`config.mk`:
```
export PLATFORM = sky130hd
export DESIGN_NAME = nvm_prog_ctrl
export DESIGN_NICKNAME = d
export VERILOG_FILES = /design/src/rtl/nvm_pkg.sv /design/src/rtl/nvm_key_gate.sv /design/src/rtl/nvm_w1c_flags.sv /design/src/rtl/nvm_op_seq.sv /design/src/rtl/nvm_prog_ctrl.sv
export SDC_FILE = /design/constraint.sdc
export NUM_CORES = 1
export LEC_CHECK = 0
export BUFFER_PORTS_ARGS = -buffer_cell sky130_fd_sc_hd__buf_4
export CAP_MARGIN = 20
export CORE_MARGIN = 2
export CORE_UTILIZATION = 46
export DETAILED_ROUTE_END_ITERATION = 6
export PLACE_DENSITY = 0.88
export RECOVER_POWER = 50
export SLEW_MARGIN = 20
export SYNTH_ARGS = -nofsm -noshare
export SYNTH_HDL_FRONTEND = slang
export SYNTH_SLANG_ARGS = --single-unit
```
`constraint.sdc`:
```
create_clock -name clk -period 2.9 [get_ports clk]
set_clock_uncertainty 0.05 [all_clocks]
set_input_delay 0.87 -clock clk [delete_from_list [all_inputs] [get_ports clk]]
set_output_delay 0.87 -clock clk [all_outputs]
set_load 0.05 [all_outputs]
```
`src/rtl/nvm_pkg.sv`:
```
package nvm_pkg;
  localparam logic [31:0] KEY_FIRST  = 32'h4567_0123;
  localparam logic [31:0] KEY_SECOND = 32'hCDEF_89AB;

  localparam logic [1:0] RA_KEY  = 2'd0;
  localparam logic [1:0] RA_STAT = 2'd1;
  localparam logic [1:0] RA_CTRL = 2'd2;
  localparam logic [1:0] RA_ADDR = 2'd3;

  // control bit positions
  localparam int CB_PG    = 0;
  localparam int CB_PER   = 1;
  localparam int CB_MER   = 2;
  localparam int CB_STRT  = 6;
  localparam int CB_LOCK  = 7;
  localparam int CB_ERRIE = 10;
  localparam int CB_EOPIE = 12;

  // status bit positions
  localparam int SB_BSY   = 0;
  localparam int SB_PGERR = 2;
  localparam int SB_WPERR = 4;
  localparam int SB_EOP   = 5;

  localparam logic [15:0] ERASED_HW = 16'hFFFF;

  typedef enum logic [1:0] {OP_IDLE, OP_CHECK, OP_ERASE, OP_WAIT} op_state_t;
  typedef enum logic [1:0] {KS_FIRST, KS_SECOND, KS_OPEN, KS_DEAD} key_state_t;
endpackage

```
`src/rtl/nvm_key_gate.sv`:
```
module nvm_key_gate
  import nvm_pkg::*;
(
  input  logic        clk,
  input  logic        rst_n,
  input  logic        key_we,
  input  logic [31:0] key_data,
  input  logic        relock,
  output logic        locked
);
  key_state_t st;

  always_ff @(posedge clk) begin
    if (!rst_n) begin
      st <= KS_FIRST;
    end else begin
      unique case (st)
        KS_FIRST:  if (key_we) st <= (key_data == KEY_FIRST)  ? KS_SECOND : KS_DEAD;
        KS_SECOND: if (key_we) st <= (key_data == KEY_SECOND) ? KS_OPEN   : KS_DEAD;
        KS_OPEN:   if (relock) st <= KS_FIRST;
        default:   st <= KS_DEAD;
      endcase
    end
  end

  assign locked = (st != KS_OPEN);
endmodule

```
`src/rtl/nvm_w1c_flags.sv`:
```
module nvm_w1c_flags #(
  parameter int N = 3
) (
  input  logic         clk,
  input  logic         rst_n,
  input  logic [N-1:0] set_i,
  input  logic [N-1:0] clr_i,
  output logic [N-1:0] flag_o
);
  for (genvar g = 0; g < N; g++) begin : g_flag
    logic f;
    always_ff @(posedge clk) begin
      if (!rst_n)         f <= 1'b0;
      else if (set_i[g])  f <= 1'b1;
      else if (clr_i[g])  f <= 1'b0;
    end
    assign flag_o[g] = f;
  end
endmodule

```
`src/rtl/nvm_op_seq.sv`:
```
module nvm_op_seq
  import nvm_pkg::*;
#(
  parameter int AW    = 8,
  parameter int PW    = 4,
  parameter int PAGES = 8
) (
  input  logic              clk,
  input  logic              rst_n,
  input  logic              start_prog,
  input  logic [AW-1:0]     prog_addr,
  input  logic [15:0]       prog_data,
  input  logic              start_page_erase,
  input  logic              start_mass_erase,
  input  logic [AW-PW-1:0]  erase_page,
  input  logic [PAGES-1:0]  page_wp,
  input  logic [15:0]       arr_rdata,
  input  logic              arr_done,
  output logic              busy,
  output logic              erasing,
  output logic [AW-1:0]     op_addr,
  output logic [15:0]       op_data,
  output logic              arr_prog,
  output logic              arr_erase,
  output logic              set_eop,
  output logic              set_pgerr,
  output logic              set_wperr,
  output logic              addr_ld,
  output logic [AW-1:0]     addr_val
);
  localparam int PGW       = AW - PW;
  localparam int PAGE_SPAN = 2 ** PGW;

  op_state_t            state;
  logic [AW-1:0]        addr_q;
  logic [15:0]          data_q;
  logic                 mass_q;
  logic                 kind_erase_q;
  logic [PAGE_SPAN-1:0] prot_map;
  logic                 prog_prot, erase_prot, blank, last_page, step;
  logic [AW-1:0]        next_base;

  // pages beyond the user area (information page and unused codes) are protected
  assign prot_map   = {{(PAGE_SPAN-PAGES){1'b1}}, page_wp};
  assign prog_prot  = prot_map[prog_addr[AW-1:PW]];
  assign erase_prot = prot_map[erase_page];
  assign blank      = (arr_rdata == ERASED_HW);
  assign last_page  = (addr_q[AW-1:PW] == PGW'(PAGES-1));
  assign next_base  = {addr_q[AW-1:PW] + PGW'(1), {PW{1'b0}}};
  assign step       = (state == OP_WAIT) && arr_done && mass_q && !last_page;

  always_comb begin
    arr_prog  = (state == OP_CHECK) && blank;
    arr_erase = (state == OP_ERASE);
    set_pgerr = (state == OP_CHECK) && !blank;
    set_eop   = (state == OP_WAIT) && arr_done && !step;
    set_wperr = (state == OP_IDLE) &&
                ((start_prog && prog_prot) || (!start_prog && start_page_erase && erase_prot));
    addr_ld   = 1'b0;
    addr_val  = addr_q;
    if (state == OP_IDLE) begin
      if (start_prog) begin
        addr_ld  = 1'b1;
        addr_val = prog_addr;
      end else if (!start_page_erase && start_mass_erase) begin
        addr_ld  = 1'b1;
        addr_val = '0;
      end
    end else if (step) begin
      addr_ld  = 1'b1;
      addr_val = next_base;
    end
  end

  always_ff @(posedge clk) begin
    if (!rst_n) begin
      state        <= OP_IDLE;
      addr_q       <= '0;
      data_q       <= '0;
      mass_q       <= 1'b0;
      kind_erase_q <= 1'b0;
    end else begin
      unique case (state)
        OP_IDLE: begin
          if (start_prog) begin
            addr_q       <= prog_addr;
            data_q       <= prog_data;
            mass_q       <= 1'b0;
            kind_erase_q <= 1'b0;
            if (!prog_prot) state <= OP_CHECK;
          end else if (start_page_erase) begin
            if (!erase_prot) begin
              addr_q       <= {erase_page, {PW{1'b0}}};
              mass_q       <= 1'b0;
              kind_erase_q <= 1'b1;
              state        <= OP_ERASE;
            end
          end else if (start_mass_erase) begin
            addr_q       <= '0;
            mass_q       <= 1'b1;
            kind_erase_q <= 1'b1;
            state        <= OP_ERASE;
          end
        end
        OP_CHECK: state <= blank ? OP_WAIT : OP_IDLE;
        OP_ERASE: state <= OP_WAIT;
        OP_WAIT: begin
          if (arr_done) begin
            if (step) begin
              addr_q <= next_base;
              state  <= OP_ERASE;
            end else begin
              state  <= OP_IDLE;
            end
          end
        end
        default: state <= OP_IDLE;
      endcase
    end
  end

  assign busy    = (state != OP_IDLE);
  assign erasing = busy && kind_erase_q;
  assign op_addr = addr_q;
  assign op_data = data_q;
endmodule

```
`src/rtl/nvm_prog_ctrl.sv`:
```
module nvm_prog_ctrl
  import nvm_pkg::*;
#(
  parameter int PAGES   = 8,
  parameter int PAGE_HW = 16,
  localparam int PW     = $clog2(PAGE_HW),
  localparam int AW     = $clog2((PAGES + 1) * PAGE_HW)
) (
  input  logic             clk,
  input  logic             rst_n,
  input  logic             reg_valid,
  input  logic             reg_we,
  input  logic [1:0]       reg_addr,
  input  logic [31:0]      reg_wdata,
  output logic             reg_ready,
  output logic [31:0]      reg_rdata,
  input  logic             mem_valid,
  input  logic             mem_we,
  input  logic [AW-1:0]    mem_addr,
  input  logic [15:0]      mem_wdata,
  output logic             mem_ready,
  output logic [15:0]      mem_rdata,
  input  logic [PAGES-1:0] page_wp,
  output logic [AW-1:0]    arr_addr,
  output logic [15:0]      arr_wdata,
  output logic             arr_prog,
  output logic             arr_erase,
  input  logic [15:0]      arr_rdata,
  input  logic             arr_done,
  output logic             irq_eop,
  output logic             irq_err
);
  logic          reg_wr, wr_key, wr_stat, wr_ctrl, wr_addr, ctrl_wr_ok;
  logic          locked, relock, busy, erasing;
  logic          pg_q, per_q, mer_q, errie_q, eopie_q;
  logic          start_prog, start_pe, start_me;
  logic [AW-1:0] addr_q, op_addr, addr_val;
  logic          addr_ld;
  logic          set_eop, set_pgerr, set_wperr;
  logic [2:0]    flags;
  logic          eop_flag, wperr_flag, pgerr_flag;

  assign reg_ready  = 1'b1;
  assign reg_wr     = reg_valid && reg_we;
  assign wr_key     = reg_wr && (reg_addr == RA_KEY);
  assign wr_stat    = reg_wr && (reg_addr == RA_STAT);
  assign wr_ctrl    = reg_wr && (reg_addr == RA_CTRL);
  assign wr_addr    = reg_wr && (reg_addr == RA_ADDR);
  assign ctrl_wr_ok = wr_ctrl && !locked && !busy;
  assign relock     = ctrl_wr_ok && reg_wdata[CB_LOCK];

  nvm_key_gate u_key (
    .clk      (clk),
    .rst_n    (rst_n),
    .key_we   (wr_key),
    .key_data (reg_wdata),
    .relock   (relock),
    .locked   (locked)
  );

  always_ff @(posedge clk) begin
    if (!rst_n) begin
      pg_q    <= 1'b0;
      per_q   <= 1'b0;
      mer_q   <= 1'b0;
      errie_q <= 1'b0;
      eopie_q <= 1'b0;
    end else if (ctrl_wr_ok) begin
      pg_q    <= reg_wdata[CB_PG];
      per_q   <= reg_wdata[CB_PER];
      mer_q   <= reg_wdata[CB_MER];
      errie_q <= reg_wdata[CB_ERRIE];
      eopie_q <= reg_wdata[CB_EOPIE];
    end
  end

  assign start_prog = mem_valid && mem_we && !busy && pg_q;
  assign start_pe   = ctrl_wr_ok && reg_wdata[CB_STRT] && reg_wdata[CB_PER] && !start_prog;
  assign start_me   = ctrl_wr_ok && reg_wdata[CB_STRT] && reg_wdata[CB_MER] &&
                      !reg_wdata[CB_PER] && !start_prog;

  nvm_op_seq #(.AW(AW), .PW(PW), .PAGES(PAGES)) u_seq (
    .clk              (clk),
    .rst_n            (rst_n),
    .start_prog       (start_prog),
    .prog_addr        (mem_addr),
    .prog_data        (mem_wdata),
    .start_page_erase (start_pe),
    .start_mass_erase (start_me),
    .erase_page       (addr_q[AW-1:PW]),
    .page_wp          (page_wp),
    .arr_rdata        (arr_rdata),
    .arr_done         (arr_done),
    .busy             (busy),
    .erasing          (erasing),
    .op_addr          (op_addr),
    .op_data          (arr_wdata),
    .arr_prog         (arr_prog),
    .arr_erase        (arr_erase),
    .set_eop          (set_eop),
    .set_pgerr        (set_pgerr),
    .set_wperr        (set_wperr),
    .addr_ld          (addr_ld),
    .addr_val         (addr_val)
  );

  always_ff @(posedge clk) begin
    if (!rst_n)                addr_q <= '0;
    else if (addr_ld)          addr_q <= addr_val;
    else if (wr_addr && !busy) addr_q <= reg_wdata[AW-1:0];
  end

  nvm_w1c_flags #(.N(3)) u_flags (
    .clk    (clk),
    .rst_n  (rst_n),
    .set_i  ({set_eop, set_wperr, set_pgerr}),
    .clr_i  (wr_stat ? {reg_wdata[SB_EOP], reg_wdata[SB_WPERR], reg_wdata[SB_PGERR]} : 3'b000),
    .flag_o (flags)
  );
  assign {eop_flag, wperr_flag, pgerr_flag} = flags;

  assign mem_ready = !busy;
  assign mem_rdata = arr_rdata;
  assign arr_addr  = busy ? op_addr : mem_addr;

  always_comb begin
    unique case (reg_addr)
      RA_STAT: reg_rdata = {26'd0, eop_flag, wperr_flag, 1'b0, pgerr_flag, 1'b0, busy};
      RA_CTRL: reg_rdata = {19'd0, eopie_q, 1'b0, errie_q, 2'b00, locked, erasing,
                            3'b000, mer_q, per_q, pg_q};
      RA_ADDR: reg_rdata = {{(32-AW){1'b0}}, addr_q};
      default: reg_rdata = 32'd0;
    endcase
  end

  assign irq_eop = eop_flag && eopie_q;
  assign irq_err = errie_q && (pgerr_flag || wperr_flag);
endmodule

```
# == Yosys cells after proc, flatten, opt, wreduce, memory -nomap -nowiden ==
# Index checks and enable logic that the tools add are counted.
# classes
n_addsub,1
n_mul,0
div,0
order_cmp,2
eq_ne,21
shift,0
muxes,51
n_bitwise,0
reduce_logical,57
# op_table
op,count
8-bit 2-to-1 mux,12
13-bit case mux with 3 select lines,1
"32-bit by 31-bit == test with 1-bit output, second input constant",1
"32-bit == test, second input constant",1
1-bit logical AND,32
2-bit 2-to-1 mux,12
1-bit 2-to-1 mux,20
"16-bit == test, second input constant",1
8-bit case mux with 2 select lines,1
2-bit nonzero test,6
"2-bit == test, second input constant",5
"4-bit by 5-bit less-than comparator with 1-bit output, second input constant",2
1-bit binary-select mux with 4-bit select,2
1-bit zero test,8
2-bit case mux with 4 select lines,1
4-bit AND reduction,2
"2-bit by 1-bit == test with 1-bit output, second input constant",3
2-bit zero test,3
"2-bit inequality test, second input constant",3
2-bit case mux with 3 select lines,1
3-bit AND reduction,2
"4-bit by 1-bit adder with 4-bit output, second input constant",1
"4-bit by 3-bit == test with 1-bit output, second input constant",1
"2-bit by 1-bit inequality test with 1-bit output, second input constant",2
other kinds (8),9
# totals
ff_bits,46
latch_bits,0
mem_bits_rw,0
mem_bits_ro,0
inputBits,89
out_inout_bits,78
word_cells,147
mem_count,0

# == Longest topological paths before layout ==
# logic_depth
depth_word,13
depth_mapped,8
mapped_depth_nobuf,7

# == Cells and area by module ==
# From an unflattened synthesis, not the netlist that was laid out.
# hier_totals
cells_unflattened,406
area_unflattened_um2,3350.7
# modules_own_cells
module,instances,cells_per_inst,area_per_inst_um2,seq_area_each_um2
nvm_op_seq,1,208,1729.2,560.5
nvm_prog_ctrl,1,159,1257.5,260.2
nvm_key_gate,1,27,217.7,40.0
nvm_w1c_flags,1,12,146.4,60.1

# == Least setup slack after synthesis ==
# No wires, ideal clock.
# synth_timing
path_type,register to output
from,register u_seq.state[0]
to,output port arr_addr[4]
t_arrival_ns,2.500
setup_slack_ns,-0.520
stages_incl_launch_ff,6
path_buffers,2
cell_sequence,dfxtp_1 -> inv_1 -> ha_1 -> clkbuf_1 -> clkbuf_1 -> o21ai_0
# synth_via
elab_chain_len,2
# synth_rtl
element,line_no,rtl
"start, declared",nvm_op_seq.sv:34,op_state_t state;
"start signal, assigned",nvm_op_seq.sv:105,OP_CHECK: state <= blank ? OP_WAIT : OP_IDLE;
2-bit nonzero test,nvm_op_seq.sv:122,assign busy = (state != OP_IDLE);
8-bit 2-to-1 mux,nvm_prog_ctrl.sv:124,assign arr_addr = busy ? op_addr : mem_addr;
"end, declared",nvm_prog_ctrl.sv:24,"output logic [AW-1:0] arr_addr,"
# Every way passes these cells.

# == Worst setup path in the final report ==
# layout_timing
from,input port reg_addr[1]
to,output port reg_rdata[5]
# layout_via
elab_chain_len,2
# layout_rtl
element,line_no,rtl
"start, declared",nvm_prog_ctrl.sv:13,"input logic [1:0] reg_addr,"
2-bit == test or 2-bit by 1-bit == test with 1-bit output (tied branches),nvm_prog_ctrl.sv:127,unique case (reg_addr)
13-bit case mux with 3 select lines (*),nvm_prog_ctrl.sv:127,
"end, declared",nvm_prog_ctrl.sv:16,"output logic [31:0] reg_rdata,"
# Every way passes the cells marked *; elsewhere a longest branch is shown, timed or not.

==> qor.txt <==
P_int: 1.22 mW
pin count of the biggest net entering global routing: 33
Total Neg Setup Slack: 0 ns
most frequent cells in the layout: 113 x buf_4, 60 x nand2_1, 46 x dfxtp_1, 37 x clkbuf_1, 26 x a21oi_1
Setup WS post-layout: 0.0840 ns
Via density: 5.61
cell breakdown of the critical path: buf_4 -> clkbuf_1 -> mux2i_1 -> nor2b_1 -> buf_4
Synth Area in Simple Gates: 27.1%
# port buffers: 143
CTS clk-pin slew, worst paths: 0.08 ns
switching power: 828 µW
initial antenna violation count: 0
commonest non-fill, non-tap cell in the layout: buf_4
max_slew headroom: 57.5%
xor and xnor area share after synthesis: 0.276%
WL/cell: 16.3 µm
chip height: 87.1 µm
leakage power: 1.70 nW
outcome: completed
Critical Path End: reg_rdata[5]
mux contribution to synthesized area: 10.7%
fin util: 60.5%
Tmin final: 2.82 ns
via count: 3257
Synthesis Warnings: 0
asr flop ratio synth: 0%
Worst Max-Slew Pin Slew: 0.640 ns
layout cells sized above 1: 31.7%
Synth Register Bits: 46
Worst path slowest cell: clkbuf_1
final hold vios: 0
post-synthesis sequential area ratio: 29.0%
gr usage total: 24.9%
number of clock sinks: 46
CP bufs+invs: 3
post-cts resize count: 0
Min-Delay Path Class: flop to flop
Synth Area in Adders: 2.36%
multi-input logic area: 0.00194 mm²
register area: 921 µm²
Post-CTS Hold Buffers: 0
R2R Path Start: u_seq.state[0]
GP Congestion: 0.970
CTS buffer count: 5
worst skew pair latency: 0.31 ns
Post-synth EDFFs: 0
final wirelength: 9500 µm
ys flop type: dfxtp_1
CP max FO: 11
FILL cells: 624
highest clock rate: 355 MHz
Crit path max-delay family: buffers and inverters
RSZ-0062 raised after global routing: no
maximum vdd drop: 0.288 mV
worst r2r path cells: 7
Pre-antenna DRT Iters: 4
CTS H-tree lvls: 2
Critical Path Sink Type: primary output
antenna-violating nets left: 0
reg2reg setup slack: 0.19 ns
Comb pwr share: 42.6%
max-cap violations: 0
design area: 0.00409 mm²
critical path type: primary input to primary output
mapped cell area: 0.00318 mm²
setup bufs post-CTS: 0
switching share of power: 40.4%
Row Count: 30
Core ar.: 0.00676 mm²
first-pass GRT wire length: 14900 µm
deepest clock path buffer count: 2
Critical Path RT: 1.98 ns
# setup viols final: 0
root buffer cell: clkbuf_8
Final period util: 97.1%
placed instance area: 0.00412 mm²
Layout Nets: 595
synthesis-to-finish area growth: 28.7%
Final Max Slew Viols: 0
vias in the first global route: 3271
Iter 0 DRT Violations: 220
Worst Setup SP: reg_addr[1]
clock power share: 23.8%
HPWL after detailed placement: 7510 µm
Antenna diodes: 0
Synth Instances: 378
cell area power density: 501 mW/mm²
CTS tree: done
compound-gate portion of the synthesized area: 17.6%
unique cell type count in the Yosys netlist: 72
DP Worst Slack: 0.146 ns
hold_ws: 0.404 ns
initial core utilization: 47.0%
Chip Width: 87.1 µm
# IOs: 167
DR DRC count: 0
combinational family with the most area after synthesis: simple AND/OR/NAND/NOR gates
startpoint types: primary input
sequential share of power: 33.6%
GRT overflow: 0
reg2reg end: u_seq.op_addr[4]
critical path depth in cells: 5
die area: 0.00759 mm²
CP peak stage delay: 0.36 ns
crit-path most repeated cell: buf_4
Mapped Avg Cell Area: 8.41 µm²
Worst EP arrival: 1.90 ns
[power by group through the flow]
stage                     logic (mW)  clock network (mW)  registers, mW
final                          0.873               0.487          0.687
after global routing           0.929               0.523          0.690
after CTS                      0.889               0.492          0.686
after detailed placement       0.886                   0          0.700
after global placement         0.870                   0          0.699
after floorplan                0.645                   0          0.693
[routing by layer]
metal	up-vias	GRT usage (%)	share of wire, %
met1	1493	28.3	38
met5	-	0	0
li1	1549	-	-
met3	27	5.97	9.2
met4	0	10.9	2.9
met2	188	44.1	50
[metrics by stage]
stage	total power [mW]	instances
6_report	2.05	581
5_1_grt	2.14	581
3_3_place_gp	1.57	573
3_5_place_dp	1.59	573
2_1_floorplan	1.34	399
4_1_cts	2.07	581
[Yosys cell counts, drive strengths merged (2+ instances only)]
library cell,instances,area (µm²)
clkbuf,13,58.8
and2,6,40.0
nor4,7,43.8
and3,4,25.0
nor3,10,55.1
nand2,60,225
ha,6,75.1
nor4b,3,56.3
a32o,4,45.0
mux2,11,128
nand4,9,56.3
or4b,2,20.0
mux4,4,93.8
inv,7,26.3
a21oi,26,130
a221oi,2,23.8
nand2b,2,12.5
a211o,2,17.5
mux2i,12,120
nand3,6,35.0
buf,43,312
nand4b,4,56.3
o21ai,16,80.1
nor3b,4,30.0
nor2,23,96.4
o31ai,2,28.8
dfxtp,46,921
a22o,3,26.3
o311a,4,40.0
a31oi,2,12.5
o211a,2,20.0
a221o,2,21.3
nor2b,6,45.0
conb,2,7.51
a211oi,3,22.5
o21a,2,15.0
[cell families after synthesis]
group           after synthesis
compound gates               78
xor+xnor                      1
fa+ha+maj                     6
buf+inv                      64
flops                        46
mux                          27
other cells                   2
simple gates                154
[state kept, by name, indices dropped and copies added (netlist names), 2 cells and up]
signal,flops
addr_q,8
u_flags.g_flag.f,3
u_key.st,2
u_seq.op_addr,8
u_seq.op_data,16
u_seq.state,2
[how the worst min path moves through the flow]
stage	start	to	slack (ns)	cells after the start
2_1_floorplan	u_seq.kind_erase_q	u_seq.kind_erase_q	0.38	2
3_3_place_gp	u_seq.op_data[12]	u_seq.op_data[12]	0.39	2
3_5_place_dp	u_seq.op_data[5]	u_seq.op_data[5]	0.40	2
4_1_cts	u_seq.op_data[5]	u_seq.op_data[5]	0.41	2
5_1_grt	u_seq.op_data[8]	u_seq.op_data[8]	0.43	2
6_report	u_seq.op_data[12]	u_seq.op_data[12]	0.40	2
[worst register-to-register path: stages (launching register included)]
cell	delay, ns
dfxtp_1	0.35
inv_1	0.11
ha_2	0.49
and4_1	0.47
clkbuf_2	0.53
a221o_2	0.26
o21ai_0	0.10
a221oi_2	0.26
[layout make-up]
cell class	instances	area share [%]
Tap cell	80	2.45
Clock inverter	2	0.918
Inverter	7	0.642
Timing Repair Buffer	151	24.3
Clock buffer	6	1.77
Multi-Input combinational cell	289	47.4
Sequential cell	46	22.5
No activity file was read; power rests on OpenSTA's default activity.
